==> config.mk <==
export PLATFORM = sky130hd
export DESIGN_NAME = la_cmd_decoder
export DESIGN_NICKNAME = d
export VERILOG_FILES = /design/src/rtl/la_cmd_pkg.sv /design/src/rtl/la_cmd_framer.sv /design/src/rtl/la_cmd_regfile.sv /design/src/rtl/la_cmd_id_tx.sv /design/src/rtl/la_cmd_decoder.sv
export SDC_FILE = /design/constraint.sdc
export NUM_CORES = 1
export LEC_CHECK = 0
export BUFFER_PORTS_ARGS = -buffer_cell sky130_fd_sc_hd__buf_2
export CAP_MARGIN = 20
export CORE_ASPECT_RATIO = 1.4
export CORE_MARGIN = 2
export CORE_UTILIZATION = 40
export DETAILED_ROUTE_END_ITERATION = 7
export GPL_TIMING_DRIVEN = 1
export PLACE_DENSITY_LB_ADDON = 0.2
export SLEW_MARGIN = 10
export SYNTH_ARGS = -nofsm -noshare
export SYNTH_HDL_FRONTEND = slang
export SYNTH_HIERARCHICAL = 1
export SYNTH_SLANG_ARGS = --single-unit
export TNS_END_PERCENT = 20
==> constraint.sdc <==
create_clock -name clk -period 4.69 [get_ports clk]
set_input_delay 0.2345 -clock clk [delete_from_list [all_inputs] [get_ports clk]]
set_output_delay 0.2345 -clock clk [all_outputs]
set_load 0.05 [all_outputs]
==> src/rtl/la_cmd_pkg.sv <==
package la_cmd_pkg;
  localparam int BYTE_W    = 8;
  localparam int ARG_BYTES = 4;
  localparam int ARG_W     = ARG_BYTES * BYTE_W;
  localparam int FLAG_W    = 16;
  localparam int DIV_W     = 24;
  localparam int SIG_LEN   = 4;
  localparam int TRIG_KINDS  = 4;
  localparam int TRIG_STRIDE = 4;
  localparam int STAGE_FIELD = 4;

  localparam logic [BYTE_W-1:0] OP_RESET     = 8'h00;
  localparam logic [BYTE_W-1:0] OP_RUN       = 8'h01;
  localparam logic [BYTE_W-1:0] OP_IDENT     = 8'h02;
  localparam logic [BYTE_W-1:0] OP_META      = 8'h04;
  localparam logic [BYTE_W-1:0] OP_DIV       = 8'h80;
  localparam logic [BYTE_W-1:0] OP_CNT       = 8'h81;
  localparam logic [BYTE_W-1:0] OP_FLAGS     = 8'h82;
  localparam logic [BYTE_W-1:0] OP_TRIG_BASE = 8'hC0;

  typedef enum logic [1:0] {TK_MASK, TK_VALUE, TK_CFG, TK_EDGE} trig_kind_e;

  typedef struct packed {
    logic [BYTE_W-1:0] op;
    logic [ARG_W-1:0]  arg;
  } cmd_t;

  // byte 0 leaves first
  localparam logic [SIG_LEN*BYTE_W-1:0] SIGNATURE = {8'h4F, 8'h4C, 8'h53, 8'h31};
endpackage

==> src/rtl/la_cmd_framer.sv <==
module la_cmd_framer
  import la_cmd_pkg::*;
(
  input  logic              clk,
  input  logic              rst_n,
  input  logic              byte_take,
  input  logic [BYTE_W-1:0] byte_data,
  output logic              cmd_vld,
  output cmd_t              cmd
);
  localparam int CNT_W = $clog2(ARG_BYTES + 1);
  localparam logic [CNT_W-1:0] LAST_ARG = CNT_W'(ARG_BYTES);

  logic [CNT_W-1:0]  cnt_q;
  logic [BYTE_W-1:0] op_q;
  logic [ARG_W-1:0]  arg_q;
  logic              vld_q;

  always_ff @(posedge clk) begin
    if (!rst_n) begin
      cnt_q <= '0;
      op_q  <= '0;
      arg_q <= '0;
      vld_q <= 1'b0;
    end else begin
      vld_q <= 1'b0;
      if (byte_take) begin
        if (cnt_q == '0) begin
          op_q <= byte_data;
          if (byte_data[BYTE_W-1]) cnt_q <= CNT_W'(1);
          else                     vld_q <= 1'b1;
        end else begin
          // least significant byte first: shift down from the top
          arg_q <= {byte_data, arg_q[ARG_W-1:BYTE_W]};
          if (cnt_q == LAST_ARG) begin
            cnt_q <= '0;
            vld_q <= 1'b1;
          end else begin
            cnt_q <= cnt_q + CNT_W'(1);
          end
        end
      end
    end
  end

  assign cmd_vld = vld_q;
  assign cmd.op  = op_q;
  assign cmd.arg = arg_q;
endmodule

==> src/rtl/la_cmd_regfile.sv <==
module la_cmd_regfile
  import la_cmd_pkg::*;
#(
  parameter int NUM_STAGES = 4
) (
  input  logic                        clk,
  input  logic                        rst_n,
  input  logic                        cmd_vld,
  input  cmd_t                        cmd,
  output logic [FLAG_W-1:0]           flags_o,
  output logic [DIV_W-1:0]            divider_o,
  output logic [ARG_W-1:0]            capture_cnt_o,
  output logic [NUM_STAGES*ARG_W-1:0] trig_mask_o,
  output logic [NUM_STAGES*ARG_W-1:0] trig_value_o,
  output logic [NUM_STAGES*ARG_W-1:0] trig_cfg_o,
  output logic [NUM_STAGES*ARG_W-1:0] trig_edge_o,
  output logic                        run_o,
  output logic                        reset_o,
  output logic                        meta_req_o,
  output logic                        wr_stb_o,
  output logic [BYTE_W-1:0]           wr_addr_o
);
  logic trig_hit;
  logic known_long;

  assign trig_hit   = (cmd.op[7:6] == OP_TRIG_BASE[7:6]) &&
                      (int'(cmd.op[2 +: STAGE_FIELD]) < NUM_STAGES);
  assign known_long = (cmd.op == OP_FLAGS) || (cmd.op == OP_DIV) ||
                      (cmd.op == OP_CNT) || trig_hit;

  always_ff @(posedge clk) begin
    if (!rst_n) begin
      flags_o       <= '0;
      divider_o     <= '0;
      capture_cnt_o <= '0;
      run_o         <= 1'b0;
      reset_o       <= 1'b0;
      meta_req_o    <= 1'b0;
      wr_stb_o      <= 1'b0;
      wr_addr_o     <= '0;
    end else begin
      run_o      <= cmd_vld && (cmd.op == OP_RUN);
      reset_o    <= cmd_vld && (cmd.op == OP_RESET);
      meta_req_o <= cmd_vld && (cmd.op == OP_META);
      wr_stb_o   <= cmd_vld && known_long;
      if (cmd_vld && known_long) wr_addr_o <= cmd.op;
      if (cmd_vld) begin
        unique case (cmd.op)
          OP_FLAGS: flags_o       <= cmd.arg[FLAG_W-1:0];
          OP_DIV:   divider_o     <= cmd.arg[DIV_W-1:0];
          OP_CNT:   capture_cnt_o <= cmd.arg;
          default: ;
        endcase
      end
    end
  end

  for (genvar s = 0; s < NUM_STAGES; s++) begin : g_stage
    logic [ARG_W-1:0] bank_q [TRIG_KINDS];

    always_ff @(posedge clk) begin
      if (!rst_n) begin
        for (int k = 0; k < TRIG_KINDS; k++) bank_q[k] <= '0;
      end else if (cmd_vld) begin
        for (int k = 0; k < TRIG_KINDS; k++) begin
          if (cmd.op == OP_TRIG_BASE + BYTE_W'(TRIG_STRIDE * s + k))
            bank_q[k] <= cmd.arg;
        end
      end
    end

    assign trig_mask_o [s*ARG_W +: ARG_W] = bank_q[TK_MASK];
    assign trig_value_o[s*ARG_W +: ARG_W] = bank_q[TK_VALUE];
    assign trig_cfg_o  [s*ARG_W +: ARG_W] = bank_q[TK_CFG];
    assign trig_edge_o [s*ARG_W +: ARG_W] = bank_q[TK_EDGE];
  end
endmodule

==> src/rtl/la_cmd_id_tx.sv <==
module la_cmd_id_tx
  import la_cmd_pkg::*;
(
  input  logic              clk,
  input  logic              rst_n,
  input  logic              start,
  output logic              tx_valid,
  input  logic              tx_ready,
  output logic [BYTE_W-1:0] tx_data
);
  localparam int IDX_W = $clog2(SIG_LEN);
  localparam logic [IDX_W-1:0] LAST_IDX = IDX_W'(SIG_LEN - 1);

  logic [IDX_W-1:0] idx_q;
  logic             busy_q;

  always_ff @(posedge clk) begin
    if (!rst_n) begin
      idx_q  <= '0;
      busy_q <= 1'b0;
    end else if (start && !busy_q) begin
      idx_q  <= '0;
      busy_q <= 1'b1;
    end else if (busy_q && tx_ready) begin
      if (idx_q == LAST_IDX) busy_q <= 1'b0;
      else                   idx_q  <= idx_q + IDX_W'(1);
    end
  end

  assign tx_valid = busy_q;
  assign tx_data  = SIGNATURE[idx_q*BYTE_W +: BYTE_W];
endmodule

==> src/rtl/la_cmd_decoder.sv <==
module la_cmd_decoder
  import la_cmd_pkg::*;
#(
  parameter int NUM_STAGES = 4
) (
  input  logic                        clk,
  input  logic                        rst_n,
  input  logic                        rx_valid,
  output logic                        rx_ready,
  input  logic [7:0]                  rx_data,
  output logic                        tx_valid,
  input  logic                        tx_ready,
  output logic [7:0]                  tx_data,
  output logic [15:0]                 flags_o,
  output logic [23:0]                 divider_o,
  output logic [31:0]                 capture_cnt_o,
  output logic [NUM_STAGES*32-1:0]    trig_mask_o,
  output logic [NUM_STAGES*32-1:0]    trig_value_o,
  output logic [NUM_STAGES*32-1:0]    trig_cfg_o,
  output logic [NUM_STAGES*32-1:0]    trig_edge_o,
  output logic                        run_o,
  output logic                        reset_o,
  output logic                        meta_req_o,
  output logic                        wr_stb_o,
  output logic [7:0]                  wr_addr_o
);
  logic cmd_vld;
  cmd_t cmd;
  logic id_pending;

  assign id_pending = cmd_vld && (cmd.op == OP_IDENT);
  assign rx_ready   = !tx_valid && !id_pending;

  la_cmd_framer u_framer (
    .clk       (clk),
    .rst_n     (rst_n),
    .byte_take (rx_valid && rx_ready),
    .byte_data (rx_data),
    .cmd_vld   (cmd_vld),
    .cmd       (cmd)
  );

  la_cmd_regfile #(.NUM_STAGES(NUM_STAGES)) u_regs (
    .clk           (clk),
    .rst_n         (rst_n),
    .cmd_vld       (cmd_vld),
    .cmd           (cmd),
    .flags_o       (flags_o),
    .divider_o     (divider_o),
    .capture_cnt_o (capture_cnt_o),
    .trig_mask_o   (trig_mask_o),
    .trig_value_o  (trig_value_o),
    .trig_cfg_o    (trig_cfg_o),
    .trig_edge_o   (trig_edge_o),
    .run_o         (run_o),
    .reset_o       (reset_o),
    .meta_req_o    (meta_req_o),
    .wr_stb_o      (wr_stb_o),
    .wr_addr_o     (wr_addr_o)
  );

  la_cmd_id_tx u_id (
    .clk      (clk),
    .rst_n    (rst_n),
    .start    (id_pending),
    .tx_valid (tx_valid),
    .tx_ready (tx_ready),
    .tx_data  (tx_data)
  );
endmodule

==> qor.yml, run 1 <==
route.met2.wl_mm: 42.7
die_y_um: 295
wire_per_inst_um: 26.4
drc: 0
critPathLaunchType: "register"
fin_skew_ns: 0.0195
finalHoldViolations: 0
highest_layer: "met4"
grt_max_degree: 85
areaGrowthSynthToFinish_pct: 26.4
hp-class: "primary input to register"
wl_met3_mm: 6.62
clk_pin_slew_worst_paths_ns: 0.07
postCtsSetupBuffers: 0
relSlewSlack: 0.236
yosysWarnings: 6
synth_area_leaders: "edfxtp_1 (64%), dfxtp_1 (11%), and2_1 (5.8%), nor2_1 (4.6%), nand2_1 (3.4%)"
ant_nets: 0
tightestPinTransition_ns: 1.14
outcome: "finished clean"
dp_slack_ns: 1.61
synth.largest_area_cell: "edfxtp_1"
synthTopCellsByCount: "edfxtp_1 (512), nor2_1 (295), and2_1 (224)"
syn-cell-area_um2: 24200
yosysMostFrequentCell: "edfxtp_1"
first_iter_violations: 1506
numPortBuffers: 616
cts_buffers: 59
synth-main-ff-cell: "edfxtp_1"
final_core_util: 0.512
htreeDepth: 2
dp_hpwl_mm: 59.2
period_minus_slack_ns: 3.22
core_area_um2: 59700
grt_pass1_vias: 16197
post_dp_cell_area_um2: 28300
cts-root-buf: "clkbuf_16"
ys_seq_area_frac: 0.745
synth-edff-count: 512
layout_setup_ws_ns: 1.47
firstDrtPassIters: 6
rsz0062_at_grt: "false"
drv_cap: 0
netlist.area_leader.share: 0.636
cts_buffer_depth: 3
timing.final.crit_share: 0.686
drive_above_1_share: 0.329
grt-ovfl-total: 0
grt_pass1_wl_mm: 118
antenna_found_initial: 4
ys_types: 55
routedLengthMet1_mm: 32.5
start_util: 0.405
worstSetupPathType: "register to register"
clk_latency_ns: 0.62
crit_path_max_fanout: 32
setup_viol: 0
stdcell_area_um2: 30500
crit_path_end_kind: "register"
crit_arrival_ns: 3.69
clock-sinks: 643
finalSetupTns_ns: 0
place.gp.congestion: 0.860
dieArea_um2: 62400
yosys_register_bits: 643
synth_nets: 1838
power.density_nw_per_um2: 403
leakagePower_nw: 12.0
via_count: 16499
syn_area_per_cell_um2: 13.3
ir_worst_vdd_uv: 315
drt-total-wl_mm: 85.2
synth_cells: 1820
vias_per_cell: 5.12
final_nets: 2432
grt_usage: 0.266
max_freq_mhz: 311
io_pins: 618
cts_tree: "done"
rows: 106
dieWidth_um: 212
drv_slew: 0
critPathRequiredTime_ns: 5.16
synth-async-reset-ratio: 0
kinds of logic after synthesis:
family          Yosys count  share of synthesized area
compound gates          107                     0.0252
fa+ha+maj                 6                    0.00311
buf+inv                 159                     0.0289
flops                   643                      0.745
mux                      77                     0.0319
other cells               1                   0.000155
simple gates            827                      0.166
layout make-up:
cell class / count / area [µm²]
multi-input cells: 1018 / 5760
well taps: 756 / 946
repair buffers: 679 / 3850
clock inverters: 32 / 290
flip-flops and latches: 643 / 18000
clock buffers: 79 / 1640
inverters: 13 / 48.8
diodes: 1 / 2.50
fillers: 5199 / 29100
path summary, 6_finish.rpt:
kind                                   startpoint                                   end  slack [ns]  cells past startpoint
max reg2reg         u_framer/op_q[3]$_SDFFE_PN0P_       u_framer/arg_q[11]$_SDFFE_PN0P_        1.47                      5
min                                         rst_n            u_id/idx_q[1]$_SDFFE_PP0P_        0.14                      2
max                 u_framer/op_q[3]$_SDFFE_PN0P_       u_framer/arg_q[11]$_SDFFE_PN0P_        1.47                      5
min reg2reg  u_regs/capture_cnt_o[5]$_SDFFE_PN0P_  u_regs/capture_cnt_o[5]$_SDFFE_PN0P_        0.45                      2
repair_timing:
action,4_1_cts,5_1_grt
endpoints found under the hold margin,19,0
hold buffers,9,0
resized for setup,0,0
per-stage QoR:
step / cells / hold WS [ns] / power [W]
6_report: 3221 / 0.136 / 0.0123
3_5_place_dp: 3088 / 0.443 / 0.00755
5_1_grt: 3220 / 0.151 / 0.0126
4_1_cts: 3208 / 0.126 / 0.0124
3_3_place_gp: 3077 / 0.439 / 0.00753
2_1_floorplan: 1820 / 0.323 / 0.00723
registers in the layout, indices dropped and copies added, names as in the netlist, 2 cells and up:
| name | cells |
|---|---|
| u_framer/cnt_q | 3 |
| u_regs/divider_o | 24 |
| u_regs/flags_o | 16 |
| u_regs/g_stage.bank_q | 512 |
| u_regs/capture_cnt_o | 32 |
| u_framer/op_q | 8 |
| u_id/idx_q | 2 |
| u_framer/arg_q | 32 |
| u_regs/wr_addr_o | 8 |
power breakdown:
part           switching (W)  internal (W)
sequential          0.000102       0.00629
combinational       0.000871      0.000181
clock                0.00213       0.00273
total                0.00310       0.00920
metal layers:
| metal | vias to the layer above | track usage |
|---|---|---|
| li1 | 7398 | - |
| met1 | 8162 | 0.331 |
| met2 | 811 | 0.451 |
| met3 | 128 | 0.0588 |
| met4 | 0 | 0.106 |
| met5 | - | 0 |
cell usage in the layout (no fill, tap or decap), types with 10 or more instances in the layout:
cell / instances
a21oi_1: 37
buf_12: 10
o21ai_4: 15
and2_1: 224
mux2i_1: 77
inv_1: 12
nand3_1: 38
nand2_1: 219
buf_2: 615
o21ai_0: 29
clkbuf_16: 62
buf_4: 31
dfxtp_1: 131
nor2_1: 295
clkbuf_1: 12
clkinv_1: 17
edfxtp_1: 512
worst max-delay path, stage by stage, from the launching register on:
cell and delay (ns):
dfxtp_1 0.73, nor4b_4 0.15, a311oi_4 0.98, inv_1 0.75
o21ai_0 0.34, a21oi_1 0.10
Power figures use the tool's default switching activity.
==> inputs of run 2 (changes only) <==
clock period = 3.2 ns   (was 4.69 ns; I/O delays follow)
==> run 2 against run 1 <==
Against the previous run: die area did not move; via count rose by 0.93%; maximum frequency rose by 21%; sequential power rose by 46%; sequential share of layout area rose by 0.27 points; first-iteration DRC count fell by 13%; flip-flop and latch count did not move; critical endpoint is now u_regs/g_stage[0].bank_q[1][30]$_SDFFCE_PN0P_; highest routed layer unchanged.
==> qor.yml, run 2 (synthesis gave the netlist of run 1 again) <==
reg_top3: "u_regs/g_stage.bank_q (512), u_framer/arg_q (32), u_regs/capture_cnt_o (32)"
ant_nets: 0
drive_above_1_share: 0.333
crit_arrival_ns: 2.96
ir_worst_vdd_uv: 393
regMostFlops: "u_regs/g_stage.bank_q"
tightestPinTransition_ns: 1.20
fillers: 5285
multi_input_area_um2: 5750
clk_pin_slew_worst_paths_ns: 0.06
areaGrowthSynthToFinish_pct: 25.8
die_y_um: 295
dieArea_um2: 62400
min_to: "u_framer/op_q[5]$_SDFFE_PN0P_"
worstReg2RegEnd: "u_regs/g_stage[0].bank_q[1][30]$_SDFFCE_PN0P_"
clk_latency_ns: 0.63
layout_commonest_cell: "buf_2"
cts_tree: "done"
relSlewSlack: 0.196
cts_buffers: 59
wire_per_inst_um: 26.6
cts-root-buf: "clkbuf_16"
seqCellArea_um2: 18000
period_minus_slack_ns: 2.66
drv_slew: 0
io_pins: 618
rsz0062_at_grt: "false"
drt-total-wl_mm: 86.2
dp_hpwl_mm: 59.3
via_count: 16652
cts_resized: 0
max_freq_mhz: 377
crit_path_max_fanout: 22
rrSetupSlack_ns: 0.54
hold_path_depth: 5
numPortBuffers: 616
first_iter_violations: 1308
power_w: 0.0178
grt-ovfl-total: 0
power.density_nw_per_um2: 585
final_nets: 2450
grt_max_degree: 93
r2r-start: "u_framer/op_q[6]$_SDFFE_PN0P_"
hp-class: "primary input to register"
core_area_um2: 59700
vias_per_cell: 5.14
timing.final.crit_share: 0.830
rows: 106
r2r.worst_path.cells: 4
grt_usage: 0.270
postCtsSetupBuffers: 0
setup_viol: 0
worstSetupPathType: "register to register"
clock-sinks: 643
grt_pass1_vias: 16432
firstDrtPassIters: 6
largest_reg_flops: 512
critPathRequiredTime_ns: 3.51
drc: 0
drv_cap: 0
finalHoldViolations: 0
leakagePower_nw: 11.9
hp-start: "rx_valid"
critPathLaunchType: "register"
crit_path_end_kind: "register"
start_util: 0.405
htreeDepth: 2
antenna_found_initial: 5
grt_pass1_wl_mm: 119
fin_skew_ns: 0.0285
layout_common_cells: "buf_2 (615), edfxtp_1 (512), nor2_1 (295)"
cts_buffer_depth: 3
dieWidth_um: 212
place.gp.congestion: 0.844
hold_slack_ns: 0.0293
outcome: "finished clean"
run 2: timing repair:
item / CTS / global route
hold endpoints to repair: 23 / 0
endpoints found under the setup margin: 0 / 0
hold buffers: 10 / 0
run 2: layer usage:
layer | share of wire | routed length [µm] | vias up | GRT usage
met5 | 0 | 0 | - | 0
met4 | 0.032 | 2760 | 0 | 0.0897
met3 | 0.080 | 6930 | 123 | 0.0591
met2 | 0.51 | 44400 | 797 | 0.478
met1 | 0.37 | 32200 | 8290 | 0.324
li1 | - | - | 7442 | -
run 2: worst max-delay path, cell delays in order (launching register included):
cell and delay (ns):
dfxtp_1 0.65, and4bb_2 0.42, nand2_1 0.43, o21ai_4 0.60
buf_12 0.24
run 2: how the worst max path moves through the flow:
stage	end	depth (start not counted)	start
final	u_regs/g_stage[0].bank_q[1][30]$_SDFFCE_PN0P_	4	u_framer/op_q[6]$_SDFFE_PN0P_
after global routing	u_regs/g_stage[0].bank_q[1][12]$_SDFFCE_PN0P_	4	u_framer/op_q[6]$_SDFFE_PN0P_
after CTS	u_regs/g_stage[0].bank_q[1][11]$_SDFFCE_PN0P_	4	u_framer/op_q[6]$_SDFFE_PN0P_
after detailed placement	u_regs/g_stage[0].bank_q[1][25]$_SDFFCE_PN0P_	4	u_framer/op_q[6]$_SDFFE_PN0P_
after global placement	u_regs/g_stage[0].bank_q[1][18]$_SDFFCE_PN0P_	4	u_framer/op_q[6]$_SDFFE_PN0P_
after floorplan	u_regs/g_stage[0].bank_q[3][0]$_SDFFCE_PN0P_	4	u_framer/op_q[6]$_SDFFE_PN0P_
run 2: stage by stage:
stage / cells / TNS [ns] / setup slack (ns) / instance area, µm² / utilization
after global placement: 3113 / 0 / 0.655 / 28400 / 0.476
final: 3239 / 0 / 0.544 / 30400 / 0.509
after detailed placement: 3116 / 0 / 0.610 / 28400 / 0.477
after floorplan: 1820 / -132.87 / -0.622 / 24200 / -
after CTS: 3237 / 0 / 0.589 / 30400 / 0.509
after global routing: 3238 / 0 / 0.470 / 30400 / 0.509
run 2: cell type report:
type	count	area share
Sequential cell	643	0.592
Multi-Input combinational cell	1018	0.189
Timing Repair Buffer	697	0.125
Clock buffer	78	0.0516
Tap cell	756	0.0311
Clock inverter	33	0.00889
Inverter	13	0.00161
Antenna cell	1	0.0000823
run 2: report_power, final:
group | switching [W] | internal [W]
Sequential | 0.000136 | 0.00922
Clock | 0.00315 | 0.00371
Combinational | 0.00129 | 0.000258
==> inputs of run 3 (changes only) <==
clock period = 2.6 ns   (was 3.2 ns; I/O delays follow)
==> run 3 against run 2 <==
Against the previous run: non-clock buffer count up 14; wire length fell by 1.4%; clock power increased by 34%; register-to-register slack worse by 0.38 ns; hold slack gained 0.15 ns; design area up 1.3%; sequential power is 23% higher; first-iteration DRC count grew 14%; largest power group unchanged.
==> qor.yml, run 3 (synthesis gave the netlist of run 1 again) <==
drv_slew: 0
via_count: 16880
rows: 106
globalRouteMet1Util: 0.328
critPathRequiredTime_ns: 3.16
crit_path_end_kind: "register"
drive_above_1_share: 0.340
combPwrFrac: 0.086
dp_slack_ns: 0.308
regMostFlops: "u_regs/g_stage.bank_q"
relSlewSlack: 0.255
drt-total-wl_mm: 85.0
first_iter_violations: 1491
place.gp.congestion: 0.869
finalSetupTns_ns: 0
crit_arrival_ns: 2.99
grt_usage: 0.267
numPortBuffers: 616
hp-class: "primary input to register"
ir_worst_vdd_uv: 551
firstDrtPassIters: 5
cts_tree: "done"
rsz0062_at_grt: "false"
r2r.worst_path.cells: 7
cts_buffer_depth: 3
layout_common_cells: "buf_2 (615), edfxtp_1 (512), nor2_1 (295)"
worstReg2RegEnd: "u_framer/cmd_vld$_SDFF_PN0_"
layout_setup_ws_ns: 0.166
final_nets: 2465
r2r-start: "u_framer/op_q[3]$_SDFFE_PN0P_"
antenna_found_initial: 3
drc: 0
met3_usage: 0.0492
dieWidth_um: 212
setup_viol: 0
finalHoldViolations: 0
areaGrowthSynthToFinish_pct: 27.4
p_sw_frac: 0.249
clk_latency_ns: 0.63
grt-ovfl-total: 0
power.density_nw_per_um2: 734
p_clk_frac: 0.405
clock-sinks: 643
worstSetupPathType: "register to register"
leakagePower_nw: 12.1
seqPwrFrac: 0.509
tightestPinTransition_ns: 1.12
start_util: 0.405
fillers: 5244
dp_hpwl_mm: 58.8
reg_top3: "u_regs/g_stage.bank_q (512), u_framer/arg_q (32), u_regs/capture_cnt_o (32)"
die_y_um: 295
cts_buffers: 60
timing.final.crit_share: 0.936
ant_nets: 0
period_minus_slack_ns: 2.43
stdcell_count: 3252
outcome: "finished clean"
top_usage_layer: "met2"
grt_pass1_vias: 16599
power.net_switching_w: 0.00564
crit_path_max_fanout: 39
cts-root-buf: "clkbuf_16"
num_antenna_cells: 0
hp-start: "rx_valid"
min_to: "u_framer/op_q[3]$_SDFFE_PN0P_"
grt_max_degree: 106
layout_commonest_cell: "buf_2"
wire_per_inst_um: 26.1
grt_pass1_wl_mm: 119
core_area_um2: 59700
power.internal_w: 0.0170
critPathLaunchType: "register"
rrSetupSlack_ns: 0.17
drv_cap: 0
io_pins: 618
dp_cells: 3130
crit_path_start: "u_framer/op_q[3]$_SDFFE_PN0P_"
hold_path_depth: 6
max_freq_mhz: 411
largest_reg_flops: 512
dieArea_um2: 62400
htreeDepth: 2
gr-usage-met2: 0.456
fin_skew_ns: 0.0235
clk_pin_slew_worst_paths_ns: 0.07
vias_per_cell: 5.19
[run 3: repair_timing]
action                                  CTS  global route
endpoints found under the setup margin    0             1
resized for setup                         0             2
setup buffers                             0             0
hold buffers                             11             0
endpoints found under the hold margin    38             0
[run 3: layout make-up]
cell class / instances / area, µm² / share of cell area
Sequential cell: 643 / 18000 / 0.585
Multi-Input combinational cell: 1018 / 5740 / 0.186
Timing Repair Buffer: 711 / 4020 / 0.130
Clock buffer: 73 / 1600 / 0.0520
Tap cell: 756 / 946 / 0.0307
Clock inverter: 38 / 434 / 0.0141
Inverter: 13 / 48.8 / 0.00158
[run 3: metal layers]
layer	wire [µm]	share of wire
met5	0	0
met3	6160	0.072
met4	4300	0.051
met1	31800	0.37
met2	42700	0.50
[run 3: metrics by stage]
step | util | hold slack (ns) | power, W | area [µm²]
2_1_floorplan | - | 0.218 | 0.0130 | 24200
5_1_grt | 0.516 | 0.171 | 0.0232 | 30800
4_1_cts | 0.516 | 0.154 | 0.0228 | 30800
3_3_place_gp | 0.480 | 0.408 | 0.0136 | 28600
6_report | 0.516 | 0.176 | 0.0226 | 30800
3_5_place_dp | 0.480 | 0.404 | 0.0137 | 28600
[run 3: worst max-delay path by stage]
| stage | cells after the start | slack, ns | endpoint |
|---|---|---|---|
| floorplan | 3 | -0.34 | u_regs/g_stage[0].bank_q[0][0]$_SDFFCE_PN0P_ |
| global placement | 7 | 0.38 | u_framer/cnt_q[2]$_SDFFE_PN0P_ |
| detailed placement | 7 | 0.31 | u_framer/cnt_q[0]$_SDFFE_PN0P_ |
| CTS | 7 | 0.02 | u_framer/cmd_vld$_SDFF_PN0_ |
| global route | 7 | 0.06 | u_framer/cmd_vld$_SDFF_PN0_ |
| finish | 7 | 0.17 | u_framer/cmd_vld$_SDFF_PN0_ |
[run 3: critical path, stage by stage (launching register included)]
cell	delay [ns]
dfxtp_2	0.53
nor4b_4	0.12
a311oi_4	0.28
buf_4	0.22
buf_4	0.40
nand3_1	0.12
a21oi_1	0.14
dlygate4sd3_1	0.56
[run 3: power by group through the flow]
stage               Sequential (W)  Clock (W)  Combinational [W]
floorplan                   0.0127          0           0.000344
global placement            0.0117          0            0.00193
detailed placement          0.0117          0            0.00194
CTS                         0.0115    0.00931            0.00196
global route                0.0115    0.00969            0.00200
finish                      0.0115    0.00916            0.00195
